File: src/rtl/i2csw_pkg.sv
package i2csw_pkg;
    localparam int BYTE_W = 8;
    localparam int CNT_W  = $clog2(BYTE_W + 1);
    localparam int CH_N   = 2;

    typedef enum logic [2:0] {
        ST_IDLE,
        ST_ADDR,
        ST_ADDR_ACK,
        ST_WR_DATA,
        ST_WR_ACK,
        ST_RD_DATA,
        ST_RD_ACK,
        ST_WAIT_STOP
    } bus_state_e;
endpackage

File: src/rtl/i2csw_sync.sv
module i2csw_sync #(
    parameter int               WIDTH   = 1,
    parameter int               STAGES  = 2,
    parameter logic [WIDTH-1:0] RST_VAL = '1
) (
    input  logic             clk,
    input  logic             rst_n,
    input  logic [WIDTH-1:0] d,
    output logic [WIDTH-1:0] q
);
    logic [WIDTH-1:0] stage [STAGES];

    for (genvar g = 0; g < STAGES; g++) begin : g_stage
        always_ff @(posedge clk or negedge rst_n) begin
            if (!rst_n) begin
                stage[g] <= RST_VAL;
            end else begin
                if (g == 0) stage[g] <= d;
                else        stage[g] <= stage[(g == 0) ? 0 : g - 1];
            end
        end
    end

    assign q = stage[STAGES-1];
endmodule

File: src/rtl/i2csw_cond_det.sv
module i2csw_cond_det (
    input  logic clk,
    input  logic rst_n,
    input  logic scl,
    input  logic sda,
    output logic start_det,
    output logic stop_det,
    output logic scl_rise,
    output logic scl_fall
);
    logic scl_q;
    logic sda_q;

    always_ff @(posedge clk or negedge rst_n) begin
        if (!rst_n) begin
            scl_q <= 1'b1;
            sda_q <= 1'b1;
        end else begin
            scl_q <= scl;
            sda_q <= sda;
        end
    end

    // a data edge counts as a condition only while the clock was high on both samples
    assign start_det = scl_q & scl & sda_q & ~sda;
    assign stop_det  = scl_q & scl & ~sda_q & sda;
    assign scl_rise  = ~scl_q & scl;
    assign scl_fall  = scl_q & ~scl;
endmodule

File: src/rtl/i2csw_fsm.sv
module i2csw_fsm
    import i2csw_pkg::*;
(
    input  logic              clk,
    input  logic              rst_n,
    input  logic              start_det,
    input  logic              stop_det,
    input  logic              scl_rise,
    input  logic              scl_fall,
    input  logic              sda_s,
    input  logic [6:0]        dev_addr,
    input  logic [BYTE_W-1:0] rd_byte,
    output logic              sda_oe,
    output logic              en_load,
    output logic [CH_N-1:0]   en_val,
    output logic              bus_idle
);
    bus_state_e              state, state_nx;
    logic [BYTE_W-1:0]       shreg;
    logic [CNT_W-1:0]        bit_cnt;
    logic                    nack_q;
    logic [CH_N-1:0]         pend;
    logic                    pend_vld;

    wire byte_done = (bit_cnt == CNT_W'(BYTE_W));
    wire addr_hit  = (shreg[BYTE_W-1:1] == dev_addr);
    wire rd_last   = (bit_cnt == CNT_W'(BYTE_W - 1));

    // state register
    always_ff @(posedge clk or negedge rst_n) begin
        if (!rst_n) state <= ST_IDLE;
        else        state <= state_nx;
    end

    // next state
    always_comb begin
        state_nx = state;
        if (stop_det) begin
            state_nx = ST_IDLE;
        end else if (start_det) begin
            state_nx = ST_ADDR;
        end else begin
            unique case (state)
                ST_IDLE:      state_nx = ST_IDLE;
                ST_ADDR:      if (scl_fall && byte_done)
                                  state_nx = addr_hit ? ST_ADDR_ACK : ST_WAIT_STOP;
                ST_ADDR_ACK:  if (scl_fall)
                                  state_nx = shreg[0] ? ST_RD_DATA : ST_WR_DATA;
                ST_WR_DATA:   if (scl_fall && byte_done) state_nx = ST_WR_ACK;
                ST_WR_ACK:    if (scl_fall) state_nx = ST_WR_DATA;
                ST_RD_DATA:   if (scl_fall && rd_last) state_nx = ST_RD_ACK;
                ST_RD_ACK:    if (scl_fall)
                                  state_nx = nack_q ? ST_WAIT_STOP : ST_RD_DATA;
                ST_WAIT_STOP: state_nx = ST_WAIT_STOP;
                default:      state_nx = ST_IDLE;
            endcase
        end
    end

    // byte datapath
    always_ff @(posedge clk or negedge rst_n) begin
        if (!rst_n) begin
            shreg    <= '0;
            bit_cnt  <= '0;
            nack_q   <= 1'b1;
            pend     <= '0;
            pend_vld <= 1'b0;
        end else if (stop_det) begin
            pend_vld <= 1'b0;
            bit_cnt  <= '0;
        end else if (start_det) begin
            bit_cnt  <= '0;
        end else begin
            unique case (state)
                ST_ADDR, ST_WR_DATA: begin
                    if (scl_rise && !byte_done) begin
                        shreg   <= {shreg[BYTE_W-2:0], sda_s};
                        bit_cnt <= bit_cnt + 1'b1;
                    end
                    if (scl_fall && byte_done && state == ST_WR_DATA) begin
                        pend     <= shreg[CH_N-1:0];
                        pend_vld <= 1'b1;
                    end
                end
                ST_ADDR_ACK: begin
                    if (scl_fall) begin
                        bit_cnt <= '0;
                        if (shreg[0]) shreg <= rd_byte;
                    end
                end
                ST_WR_ACK: begin
                    if (scl_fall) bit_cnt <= '0;
                end
                ST_RD_DATA: begin
                    if (scl_fall && !rd_last) begin
                        shreg   <= {shreg[BYTE_W-2:0], 1'b0};
                        bit_cnt <= bit_cnt + 1'b1;
                    end
                end
                ST_RD_ACK: begin
                    if (scl_rise) nack_q <= sda_s;
                    if (scl_fall && !nack_q) begin
                        shreg   <= rd_byte;
                        bit_cnt <= '0;
                    end
                end
                default: ;
            endcase
        end
    end

    // outputs
    always_comb begin
        sda_oe   = 1'b0;
        bus_idle = 1'b0;
        unique case (state)
            ST_ADDR_ACK, ST_WR_ACK: sda_oe = 1'b1;
            ST_RD_DATA:             sda_oe = ~shreg[BYTE_W-1];
            ST_IDLE:                bus_idle = 1'b1;
            default:                sda_oe = 1'b0;
        endcase
        en_load = stop_det & pend_vld;
        en_val  = pend;
    end
endmodule

File: src/rtl/i2c_chswitch_ctrl.sv
module i2c_chswitch_ctrl
    import i2csw_pkg::*;
#(
    parameter logic [4:0] ADDR_HI     = 5'b11100,
    parameter int         SYNC_STAGES = 2
) (
    input  logic            clk,
    input  logic            rst_n,
    input  logic            por_n,
    input  logic [1:0]      addr_pins,
    input  logic            scl_in,
    input  logic            sda_in,
    output logic            sda_oe,
    input  logic [CH_N-1:0] int_in_n,
    output logic            int_out_n,
    output logic [CH_N-1:0] chan_en
);
    logic            rst_int_n;
    logic [1:0]      bus_s;
    logic [CH_N-1:0] int_s;
    logic            start_det, stop_det, scl_rise, scl_fall;
    logic            en_load;
    logic [CH_N-1:0] en_val;
    logic            bus_idle;
    logic [BYTE_W-1:0] rd_byte;

    assign rst_int_n = rst_n & por_n;

    i2csw_sync #(.WIDTH(2), .STAGES(SYNC_STAGES), .RST_VAL(2'b11)) u_bus_sync (
        .clk(clk), .rst_n(rst_int_n), .d({scl_in, sda_in}), .q(bus_s)
    );

    i2csw_sync #(.WIDTH(CH_N), .STAGES(SYNC_STAGES), .RST_VAL({CH_N{1'b1}})) u_int_sync (
        .clk(clk), .rst_n(rst_int_n), .d(int_in_n), .q(int_s)
    );

    i2csw_cond_det u_cond (
        .clk(clk), .rst_n(rst_int_n), .scl(bus_s[1]), .sda(bus_s[0]),
        .start_det(start_det), .stop_det(stop_det),
        .scl_rise(scl_rise), .scl_fall(scl_fall)
    );

    assign rd_byte = {2'b00, ~int_s[1], ~int_s[0], 2'b00, chan_en};

    i2csw_fsm u_fsm (
        .clk(clk), .rst_n(rst_int_n),
        .start_det(start_det), .stop_det(stop_det),
        .scl_rise(scl_rise), .scl_fall(scl_fall), .sda_s(bus_s[0]),
        .dev_addr({ADDR_HI, addr_pins}), .rd_byte(rd_byte),
        .sda_oe(sda_oe), .en_load(en_load), .en_val(en_val), .bus_idle(bus_idle)
    );

    always_ff @(posedge clk or negedge rst_int_n) begin
        if (!rst_int_n)   chan_en <= '0;
        else if (en_load) chan_en <= en_val;
    end

    assign int_out_n = &int_s;
endmodule

File: config.mk
export PLATFORM = sky130hd
export DESIGN_NAME = i2c_chswitch_ctrl
export DESIGN_NICKNAME = d
export VERILOG_FILES = /design/src/rtl/i2csw_pkg.sv /design/src/rtl/i2csw_sync.sv /design/src/rtl/i2csw_cond_det.sv /design/src/rtl/i2csw_fsm.sv /design/src/rtl/i2c_chswitch_ctrl.sv
export SDC_FILE = /design/constraint.sdc
export NUM_CORES = 1
export LEC_CHECK = 0
export CAP_MARGIN = 20
export CORE_MARGIN = 5
export CORE_UTILIZATION = 52
export CTS_CLUSTER_SIZE = 14
export DETAILED_ROUTE_END_ITERATION = 16
export HOLD_SLACK_MARGIN = 0.12
export PLACE_DENSITY = 0.75
export SLEW_MARGIN = 30
export SYNTH_ARGS = -nofsm -noshare
export SYNTH_HDL_FRONTEND = slang
export SYNTH_SLANG_ARGS = --single-unit
File: constraint.sdc
create_clock -name clk -period 1.78 [get_ports clk]
set_input_delay 0.178 -clock clk [delete_from_list [all_inputs] [get_ports clk]]
set_output_delay 0.178 -clock clk [all_outputs]
set_load 0.01 [all_outputs]
==> impl_metrics.json, run 1 <==
{
  "status": "finished, violations left",
  "violations": "negative setup slack",
  "ctsHoldBuffers": 0,
  "rsz0062_at_grt": "yes",
  "fmax_ghz": 0.543,
  "port_buffers": 12,
  "row_count": 21,
  "grt_first_pass_wirelength_mm": 6.83,
  "met3_length_um": 207,
  "synth.distinct_cells": 56,
  "p_leak_nw": 0.986,
  "grt_remaining_overflow": 0,
  "start_kind": "flop",
  "synth_area_leader_cell": "dfrtp_1",
  "async_flop_share": 1.00,
  "finalCritPeriodShare": 1.04,
  "drt_iter0_markers": 98,
  "place_congestion": 0.892,
  "clk_pin_slew_worst_paths_ns": 0.11,
  "cp_data_required_time_ns": 2.02,
  "tns_ns": -0.378,
  "cts-root-buf": "clkbuf_4",
  "synth_edf_count": 0,
  "synth_area_leaders": "dfrtp_1 29%, dfstp_2 16%, mux2_2 4.5%",
  "totalWireLength_mm": 4.01,
  "wl_met2_mm": 1.89,
  "totalPowerFinal_mw": 3.17,
  "nFillCells": 243,
  "vias_per_cell": 5.72,
  "yosysSeqAreaShare": 0.451,
  "via_count": 1442,
  "drc": 0,
  "grt_max_degree": 32,
  "maxCapViolations": 0,
  "highest_layer": "met4",
  "numCtsBuffers": 5,
  "hp-class": "in2reg",
  "p_per_area_nw_per_um2": 1420,
  "whs_ns": 0.235,
  "drive_above_1_share": 0.359,
  "cp_max_fo": 5,
  "dieArea_um2": 4630,
  "layout_setup_ws_ns": -0.0629,
  "ys.flop_type": "dfrtp_1",
  "ys_seq_elements": 31,
  "grtUsageTotal": 0.203,
  "io_pins": 13,
  "die_h_um": 68.0,
  "fin_crit_ns": 1.84,
  "syn_inst": 164,
  "preCtsSetupSlack_ns": -0.0606,
  "syn_nets": 175,
  "avgSynthCellArea_um2": 10.7,
  "initial_utilization": 0.529,
  "ctsHtreeMaxLevel": 2,
  "arrival_ns": 2.08,
  "antenna_found_initial": 0,
  "dpl_cell_area_um2": 2060,
  "setup_viol": 12,
  "synth.yosys.warnings": 0,
  "vdd_ir_drop_max_mv": 0.816,
  "slew_headroom": 0.661,
  "skew_ns": 0.0133,
  "die_w_um": 68.0,
  "synth.most_common_cell": "dfrtp_1",
  "slew_violations": 0,
  "synthTopCellsByCount": "20 x dfrtp_1, 14 x nand2_1, 11 x dfstp_2, 10 x inv_1, 10 x o21ai_0",
  "coreArea_um2": 3310,
  "clk-insertion-delay-late_ns": 0.34,
  "grt_pass1_vias": 1434,
  "cts_buffer_depth": 2,
  "dp_hpwl_mm": 2.80,
  "wl_met1_mm": 1.81,
  "firstDrtPassIters": 4,
  "postRouteAntennaNets": 0,
  "cts_sinks": 31,
  "yosysTopAreaCellShare": 0.286,
  "worstMarginPinSlew_ns": 0.496,
  "syn_to_final_growth_pct": 27.0,
  "hold_viol": 0,
  "fin_area_um2": 2220,
  "antenna_cells": 0,
  "worst-setup-path-type": "reg2reg",
  "cts_tree": "yes",
  "syn_area_um2": 1750,
  "end_kind": "flop",
  "fin_nets": 216,
  "routedWlPerCell_um": 15.9
}
## area by class of cell
type	count	area, um2	area share
Clock inverter	1	7.51	0.00337
Sequential cell	31	792	0.356
Tap cell	46	57.6	0.0259
Clock buffer	7	65.1	0.0292
Timing Repair Buffer	44	370	0.166
Multi-Input combinational cell	113	895	0.402
Inverter	10	37.5	0.0169
## path summary, 6_finish.rpt
kind                                               start  depth (start not counted)  slack (ns)                       endpoint
setup / recovery            u_fsm.bit_cnt[1]$_DFFE_PN0P_                          6       -0.06     u_fsm.shreg[4]$_DFFE_PN0P_
hold / removal                               int_in_n[1]                          1        0.23  u_int_sync.stage[3]$_DFF_PN1_
setup reg to reg            u_fsm.bit_cnt[1]$_DFFE_PN0P_                          6       -0.06     u_fsm.shreg[4]$_DFFE_PN0P_
hold reg to reg            u_int_sync.stage[3]$_DFF_PN1_                          0        0.36      u_int_sync.q[1]$_DFF_PN1_
max in group asynchronous                          rst_n                          3        1.13  u_bus_sync.stage[2]$_DFF_PN1_
min in group asynchronous                          por_n                          3        0.31     u_fsm.state[2]$_DFFE_PN0P_
## metrics by stage
step	cells	utilization
after detailed placement	238	0.622
after floorplan	164	-
after global placement	238	0.622
after CTS	250	0.662
final	252	0.672
after global routing	252	0.672
## placed cells by master, fill, tap and decap left out, drive strengths merged, types with 6 or more instances in the layout
cell / instances
nand2: 14
mux2i: 6
mux2: 9
clkdlybuf4s50: 11
dfrtp: 20
o21ai: 13
clkbuf: 7
inv: 10
buf: 32
dfstp: 11
## sequential cells by signal (all words and copies together) (netlist names)
register / cells
u_fsm.bit_cnt: 4
u_int_sync.q: 2
u_bus_sync.q: 2
u_bus_sync.stage: 2
u_fsm.shreg: 8
u_cond.sda_q: 1
u_fsm.en_val: 2
u_fsm.state: 3
chan_en: 2
u_cond.scl_q: 1
u_int_sync.stage: 2
u_fsm.pend_vld: 1
u_fsm.nack_q: 1
## power by group
group / switching, mW / total [mW] / internal, mW / leakage, nW
logic: 0.786 / 1.59 / 0.807 / 0.571
registers: 0.201 / 1.09 / 0.885 / 0.377
clock network: 0.260 / 0.491 / 0.231 / 0.0375
## critical path, stage by stage (launching register included)
cell and delay (ns):
dfrtp_1 0.43, inv_1 0.07, ha_2 0.16, nand3b_1 0.18
a221o_2 0.47, nand4_4 0.12, mux2_4 0.31
## layer usage
layer,up-vias,global-route usage
met5,-,0
met4,0,0.109
met3,13,0.0476
met2,49,0.309
met1,703,0.265
li1,677,-
## repair_timing
| item | in CTS | in global routing |
|---|---|---|
| setup buffers | 4 | 2 |
| pin swaps | 3 | 3 |
| setup endpoints to repair | 12 | 14 |
| gates resized for setup | 10 | 6 |
## kinds of logic after synthesis
logic type,share of synthesized area
multiplexers,0.0964
flip-flops,0.451
AO/OA/AOI/OAI,0.171
adder cells (fa/ha/maj),0.0200
buffers and inverters,0.0593
XOR/XNOR,0.0150
AND/OR/NAND/NOR,0.188
Power figures use the tool's default switching activity.
==> run 2: changes to the inputs <==
==> constraint.sdc (replaced) <==
create_clock -name clk -period 1.6 [get_ports clk]
set_input_delay 0.16 -clock clk [delete_from_list [all_inputs] [get_ports clk]]
set_output_delay 0.16 -clock clk [all_outputs]
set_load 0.01 [all_outputs]
==> run 2 against run 1 <==
  * The flow still finishes with violations (negative setup slack)
  * Critical endpoint is now u_fsm.state[0]$_DFFE_PN0P_
  * Highest routed layer unchanged
  * Largest cell class unchanged
  * Critical path depth stayed put
  * Setup slack worse by 0.23 ns
  * Worst hold slack better by 0.0027 ns
==> impl_metrics.json, run 2 (same netlist as run 1, synthesis figures left out) <==
{
  "ctsHtreeMaxLevel": 2,
  "fin_area_um2": 2430,
  "final_cell_count_no_fill": 267,
  "power_frac_comb": 0.547,
  "p_leak_nw": 1.09,
  "skew_ns": 0.0206,
  "hp-class": "in2reg",
  "antenna_found_initial": 0,
  "crit_family": "flip-flops",
  "finalCritPeriodShare": 1.18,
  "grt_remaining_overflow": 0,
  "grtUsageTotal": 0.210,
  "grt_first_pass_wirelength_mm": 7.13,
  "largest_register": "u_fsm.shreg",
  "cp_max_fo": 4,
  "rr_startpoint": "u_fsm.bit_cnt[0]$_DFFE_PN0P_",
  "r2r_slack_ns": -0.29,
  "nFillCells": 229,
  "cts_sinks": 31,
  "cts_tree": "yes",
  "via_count": 1535,
  "startpoint": "u_fsm.bit_cnt[0]$_DFFE_PN0P_",
  "p_per_area_nw_per_um2": 1550,
  "slew_headroom": 0.736,
  "cts-root-buf": "clkbuf_4",
  "clk-insertion-delay-late_ns": 0.34,
  "drc": 0,
  "die_w_um": 68.0,
  "dieArea_um2": 4630,
  "arrival_ns": 2.12,
  "slowest_delay_ns": 0.43,
  "p_clk_frac": 0.138,
  "violations": "negative setup slack",
  "rsz0062_at_grt": "yes",
  "cp_num_buf_inv": 1,
  "row_count": 21,
  "clk_pin_slew_worst_paths_ns": 0.11,
  "placed_cells": 244,
  "slew_violations": 0,
  "rr_endpoint": "u_fsm.state[0]$_DFFE_PN0P_",
  "firstDrtPassIters": 4,
  "cts_buffer_depth": 2,
  "fin_crit_ns": 1.89,
  "fmax_ghz": 0.529,
  "worstMarginPinSlew_ns": 0.386,
  "antenna_cells": 0,
  "slowest_stage": "dfrtp_1",
  "swShare": 0.385,
  "cp_data_required_time_ns": 1.83,
  "hold_path_depth": 1,
  "p_sw_mw": 1.45,
  "postRouteAntennaNets": 0,
  "grt_max_degree": 32,
  "die_h_um": 68.0,
  "worst-setup-path-type": "reg2reg",
  "tns_ns": -3.05,
  "top_regs": "u_fsm.shreg (8), u_fsm.bit_cnt (4), u_fsm.state (3)",
  "maxCapViolations": 0,
  "port_buffers": 12,
  "worstHoldEndpoint": "u_int_sync.stage[2]$_DFF_PN1_",
  "numCtsBuffers": 5,
  "final_cell_mix": "40 x buf_4, 18 x dfrtp_1, 12 x nand2_1, 11 x dfstp_2, 10 x clkdlybuf4s50_1",
  "final_common_cell": "buf_4",
  "dpl_cell_area_um2": 2140,
  "pwr-share-seq": 0.315,
  "place_congestion": 0.831,
  "totalWireLength_mm": 4.43,
  "drive_above_1_share": 0.448,
  "grt_pass1_vias": 1501,
  "largest_reg_flops": 8,
  "power.internal_mw": 2.32,
  "hold_start": "int_in_n[0]",
  "worstPathCellList": "ha_1 -> nand3b_1 -> buf_4 -> o21ai_2 -> a2111oi_4 -> mux2_2",
  "vdd_ir_drop_max_mv": 0.860,
  "start_kind": "flop",
  "io_pins": 13,
  "rr_worst_depth": 6,
  "routedWlPerCell_um": 16.6,
  "layout_setup_ws_ns": -0.289,
  "dp_hpwl_mm": 2.99,
  "drt_iter0_markers": 131,
  "fin_nets": 231,
  "initial_utilization": 0.529,
  "coreArea_um2": 3310,
  "setup_viol": 18,
  "syn_to_final_growth_pct": 38.9,
  "ctsHoldBuffers": 0,
  "end_kind": "flop",
  "hold_viol": 0,
  "vias_per_cell": 5.75,
  "status": "finished, violations left"
}
[run 2: cell count changes in the layout (fill, tap and decap cells not counted), moves of 2 or more]
cell	delta
buf_6	+2
nand2_1	-2
buf_4	+11
nor3b_1	-2
inv_2	+2
buf_2	+2
inv_1	-2
[run 2: power by group through the flow]
stage	logic, mW	registers [mW]	clock network [mW]
after global placement	1.71	1.16	0
after floorplan	1.23	1.11	0
after detailed placement	1.76	1.17	0
after CTS	1.81	1.18	0.535
final	2.06	1.19	0.521
after global routing	2.25	1.21	0.573
[run 2: per-layer routing]
metal | part of all wire | global-route usage
met5 | 0 | 0
met4 | 0.032 | 0.0993
met3 | 0.035 | 0.0542
met2 | 0.50 | 0.318
met1 | 0.43 | 0.279
[run 2: area by class of cell]
| cell class | instances | area (um2) | area share |
|---|---|---|---|
| multi-input cells | 113 | 982 | 0.404 |
| flip-flops and latches | 31 | 792 | 0.325 |
| repair buffers | 59 | 495 | 0.204 |
| clock buffers | 8 | 68.8 | 0.0283 |
| well taps | 46 | 57.6 | 0.0237 |
| inverters | 10 | 37.5 | 0.0154 |
[run 2: worst max-delay path by stage]
stage,slack [ns],endpoint,cells after the start
4_1_cts,-0.20,u_fsm.en_val[1]$_DFFE_PN0P_,7
3_3_place_gp,-0.13,u_fsm.en_val[1]$_DFFE_PN0P_,6
2_1_floorplan,-0.13,u_fsm.state[0]$_DFFE_PN0P_,6
5_1_grt,-0.34,u_fsm.en_val[1]$_DFFE_PN0P_,7
6_report,-0.29,u_fsm.state[0]$_DFFE_PN0P_,6
3_5_place_dp,-0.22,u_fsm.en_val[1]$_DFFE_PN0P_,6
[run 2: what timing repair did]
item / in CTS / in global routing
resized for setup: 18 / 14
pin swaps: 6 / 10
setup buffers: 4 / 11
setup endpoints to repair: 21 / 22
gates cloned: 0 / 1
[run 2: stage by stage]
stage | worst slack (ns) | util | hold WS [ns] | power (mW)
after global routing | -0.338 | 0.735 | 0.210 | 4.03
after CTS | -0.200 | 0.690 | 0.222 | 3.52
after global placement | -0.129 | 0.647 | 0.345 | 2.87
after floorplan | -0.131 | - | 0.164 | 2.33
final | -0.289 | 0.735 | 0.237 | 3.77
after detailed placement | -0.223 | 0.647 | 0.347 | 2.93
==> run 3: changes to the inputs <==
--- a/config.mk
+++ b/config.mk
@@ -12,6 +12,7 @@
 export DETAILED_ROUTE_END_ITERATION = 16
 export HOLD_SLACK_MARGIN = 0.12
 export PLACE_DENSITY = 0.75
+export RECOVER_POWER = 50
 export SLEW_MARGIN = 30
 export SYNTH_ARGS = -nofsm -noshare
 export SYNTH_HDL_FRONTEND = slang
==> run 3 against run 2 <==
  * The run still ends with negative setup slack left
  * Core utilization down 0.45 points
  * Clock-buffer cell count did not move
  * Maximum frequency down 0.22%
  * Final area shrank 0.62%
  * First-iteration DRC count down 26%
  * Non-clock buffer count is the same
  * Global-route usage is the same
  * Clock skew is 0.0017 ns higher
  * Sequential power about the same
  * Sequential share of layout area rose by 0.20 points
  * Critical path type unchanged
  * Largest cell class unchanged
  * Highest routed layer unchanged
==> impl_metrics.json, run 3 (same netlist as run 1, synthesis figures left out) <==
{
  "place_congestion": 0.831,
  "cts_buffer_depth": 2,
  "clk-insertion-delay-late_ns": 0.34,
  "die_h_um": 68.0,
  "start_kind": "flop",
  "pwr-share-seq": 0.315,
  "power_frac_comb": 0.546,
  "final_cell_count_no_fill": 267,
  "die_w_um": 68.0,
  "hp-class": "reg2reg",
  "final_cell_mix": "40 x buf_4, 18 x dfrtp_1, 12 x nand2_1, 11 x dfstp_2, 9 x o21ai_0",
  "totalWireLength_mm": 4.49,
  "vdd_ir_drop_max_mv": 0.868,
  "status": "finished, violations left",
  "top_regs": "u_fsm.shreg (8), u_fsm.bit_cnt (4), u_fsm.state (3)",
  "drive_above_1_share": 0.448,
  "power.internal_mw": 2.31,
  "preCtsSetupSlack_ns": -0.223,
  "cp_max_fo": 4,
  "vias_per_cell": 5.79,
  "coreArea_um2": 3310,
  "crit_end": "u_fsm.state[0]$_DFFE_PN0P_",
  "postRouteAntennaNets": 0,
  "dieArea_um2": 4630,
  "tns_ns": -3.17,
  "port_buffers": 12,
  "startpoint": "u_fsm.bit_cnt[0]$_DFFE_PN0P_",
  "grtUsageTotal": 0.210,
  "slew_headroom": 0.486,
  "slew_violations": 0,
  "cp_data_required_time_ns": 1.84,
  "antenna_found_initial": 0,
  "rr_startpoint": "u_fsm.bit_cnt[0]$_DFFE_PN0P_",
  "row_count": 21,
  "setup_viol": 19,
  "fin_nets": 231,
  "p_sw_mw": 1.47,
  "io_pins": 13,
  "final_common_cell": "buf_4",
  "antenna_cells": 0,
  "finalCritPeriodShare": 1.18,
  "drt_iter0_markers": 97,
  "maxCapViolations": 0,
  "rr_worst_depth": 6,
  "grt_pass1_vias": 1501,
  "end_kind": "flop",
  "placed_cells": 244,
  "layout_setup_ws_ns": -0.293,
  "ctsHtreeMaxLevel": 2,
  "firstDrtPassIters": 4,
  "p_clk_frac": 0.139,
  "routedWlPerCell_um": 16.8,
  "fin_crit_ns": 1.89,
  "cts_sinks": 31,
  "worst-setup-path-type": "reg2reg",
  "violations": "negative setup slack",
  "rr_endpoint": "u_fsm.state[0]$_DFFE_PN0P_",
  "grt_remaining_overflow": 0,
  "r2r_slack_ns": -0.29,
  "grt_max_degree": 32,
  "drc": 0,
  "p_per_area_nw_per_um2": 1560,
  "p_leak_nw": 1.09,
  "largest_reg_flops": 8,
  "arrival_ns": 2.13,
  "cts_tree": "yes",
  "cts-root-buf": "clkbuf_4",
  "numCtsBuffers": 5,
  "rsz0062_at_grt": "yes",
  "grt_first_pass_wirelength_mm": 7.13,
  "initial_utilization": 0.529,
  "skew_ns": 0.0223,
  "whs_ns": 0.359,
  "worstMarginPinSlew_ns": 0.771,
  "fmax_ghz": 0.528,
  "syn_to_final_growth_pct": 38.1,
  "hold_viol": 0,
  "swShare": 0.388,
  "via_count": 1545,
  "clk_pin_slew_worst_paths_ns": 0.11,
  "totalPowerFinal_mw": 3.78,
  "dp_hpwl_mm": 2.99,
  "largest_register": "u_fsm.shreg"
}
run 3: cell count changes in the layout (fill, tap and decap cells not counted):
cell             change
clkdlybuf4s50_1      -5
dlygate4sd3_1        +5
and2_0               +1
and2_1               -1
buf_12               -1
clkbuf_2             +1
run 3: worst min-delay path by stage:
stage                                             start                       endpoint  slack [ns]  depth (start not counted)
after floorplan                                  sda_in  u_bus_sync.stage[2]$_DFF_PN1_        0.16                          0
after global placement    u_int_sync.stage[3]$_DFF_PN1_      u_int_sync.q[1]$_DFF_PN1_        0.35                          0
after detailed placement  u_int_sync.stage[3]$_DFF_PN1_      u_int_sync.q[1]$_DFF_PN1_        0.35                          0
after CTS                                   int_in_n[0]  u_int_sync.stage[2]$_DFF_PN1_        0.22                          1
after global routing                        int_in_n[0]  u_int_sync.stage[2]$_DFF_PN1_        0.35                          1
final                     u_int_sync.stage[3]$_DFF_PN1_      u_int_sync.q[1]$_DFF_PN1_        0.36                          0
run 3: metal layers:
| metal | part of all wire | wire length (um) | vias to the layer above | global-route usage |
|---|---|---|---|---|
| met2 | 0.50 | 2220 | 40 | 0.318 |
| met5 | 0 | 0 | - | 0 |
| met4 | 0.028 | 126 | 0 | 0.0993 |
| met1 | 0.44 | 1960 | 774 | 0.279 |
| met3 | 0.039 | 174 | 13 | 0.0542 |
| li1 | - | - | 718 | - |
run 3: power by group through the flow:
| stage | Sequential [mW] | Clock [mW] | Combinational [mW] |
|---|---|---|---|
| 4_1_cts | 1.18 | 0.535 | 1.81 |
| 2_1_floorplan | 1.11 | 0 | 1.23 |
| 6_report | 1.19 | 0.524 | 2.06 |
| 5_1_grt | 1.21 | 0.573 | 2.24 |
| 3_3_place_gp | 1.16 | 0 | 1.71 |
| 3_5_place_dp | 1.17 | 0 | 1.76 |
run 3: per-stage QoR:
stage / area, um2 / util
6_report: 2420 / 0.731
5_1_grt: 2420 / 0.731
4_1_cts: 2290 / 0.690
3_5_place_dp: 2140 / 0.647
3_3_place_gp: 2140 / 0.647
2_1_floorplan: 1780 / -
run 3: worst max-delay path, cell delays in order, from the launching register on:
cell and delay [ns]:
dfrtp_1 0.43, ha_1 0.23, nand3b_1 0.18, buf_4 0.15, o21ai_2 0.07, a2111oi_4 0.33
mux2_2 0.38
run 3: cell type report:
| cell class | instances | area, um2 |
|---|---|---|
| clock buffers | 8 | 68.8 |
| fillers | 231 | 892 |
| multi-input cells | 113 | 982 |
| inverters | 10 | 37.5 |
| well taps | 46 | 57.6 |
| flip-flops and latches | 31 | 792 |
| repair buffers | 59 | 480 |
run 3: timing repair:
item                       4_1_cts  5_1_grt
hold buffers                     0        0
buffers inserted                 4       11
gates resized for setup         18       14
pin swaps                        6       10
setup endpoints to repair       21       22
cloned                           0        1
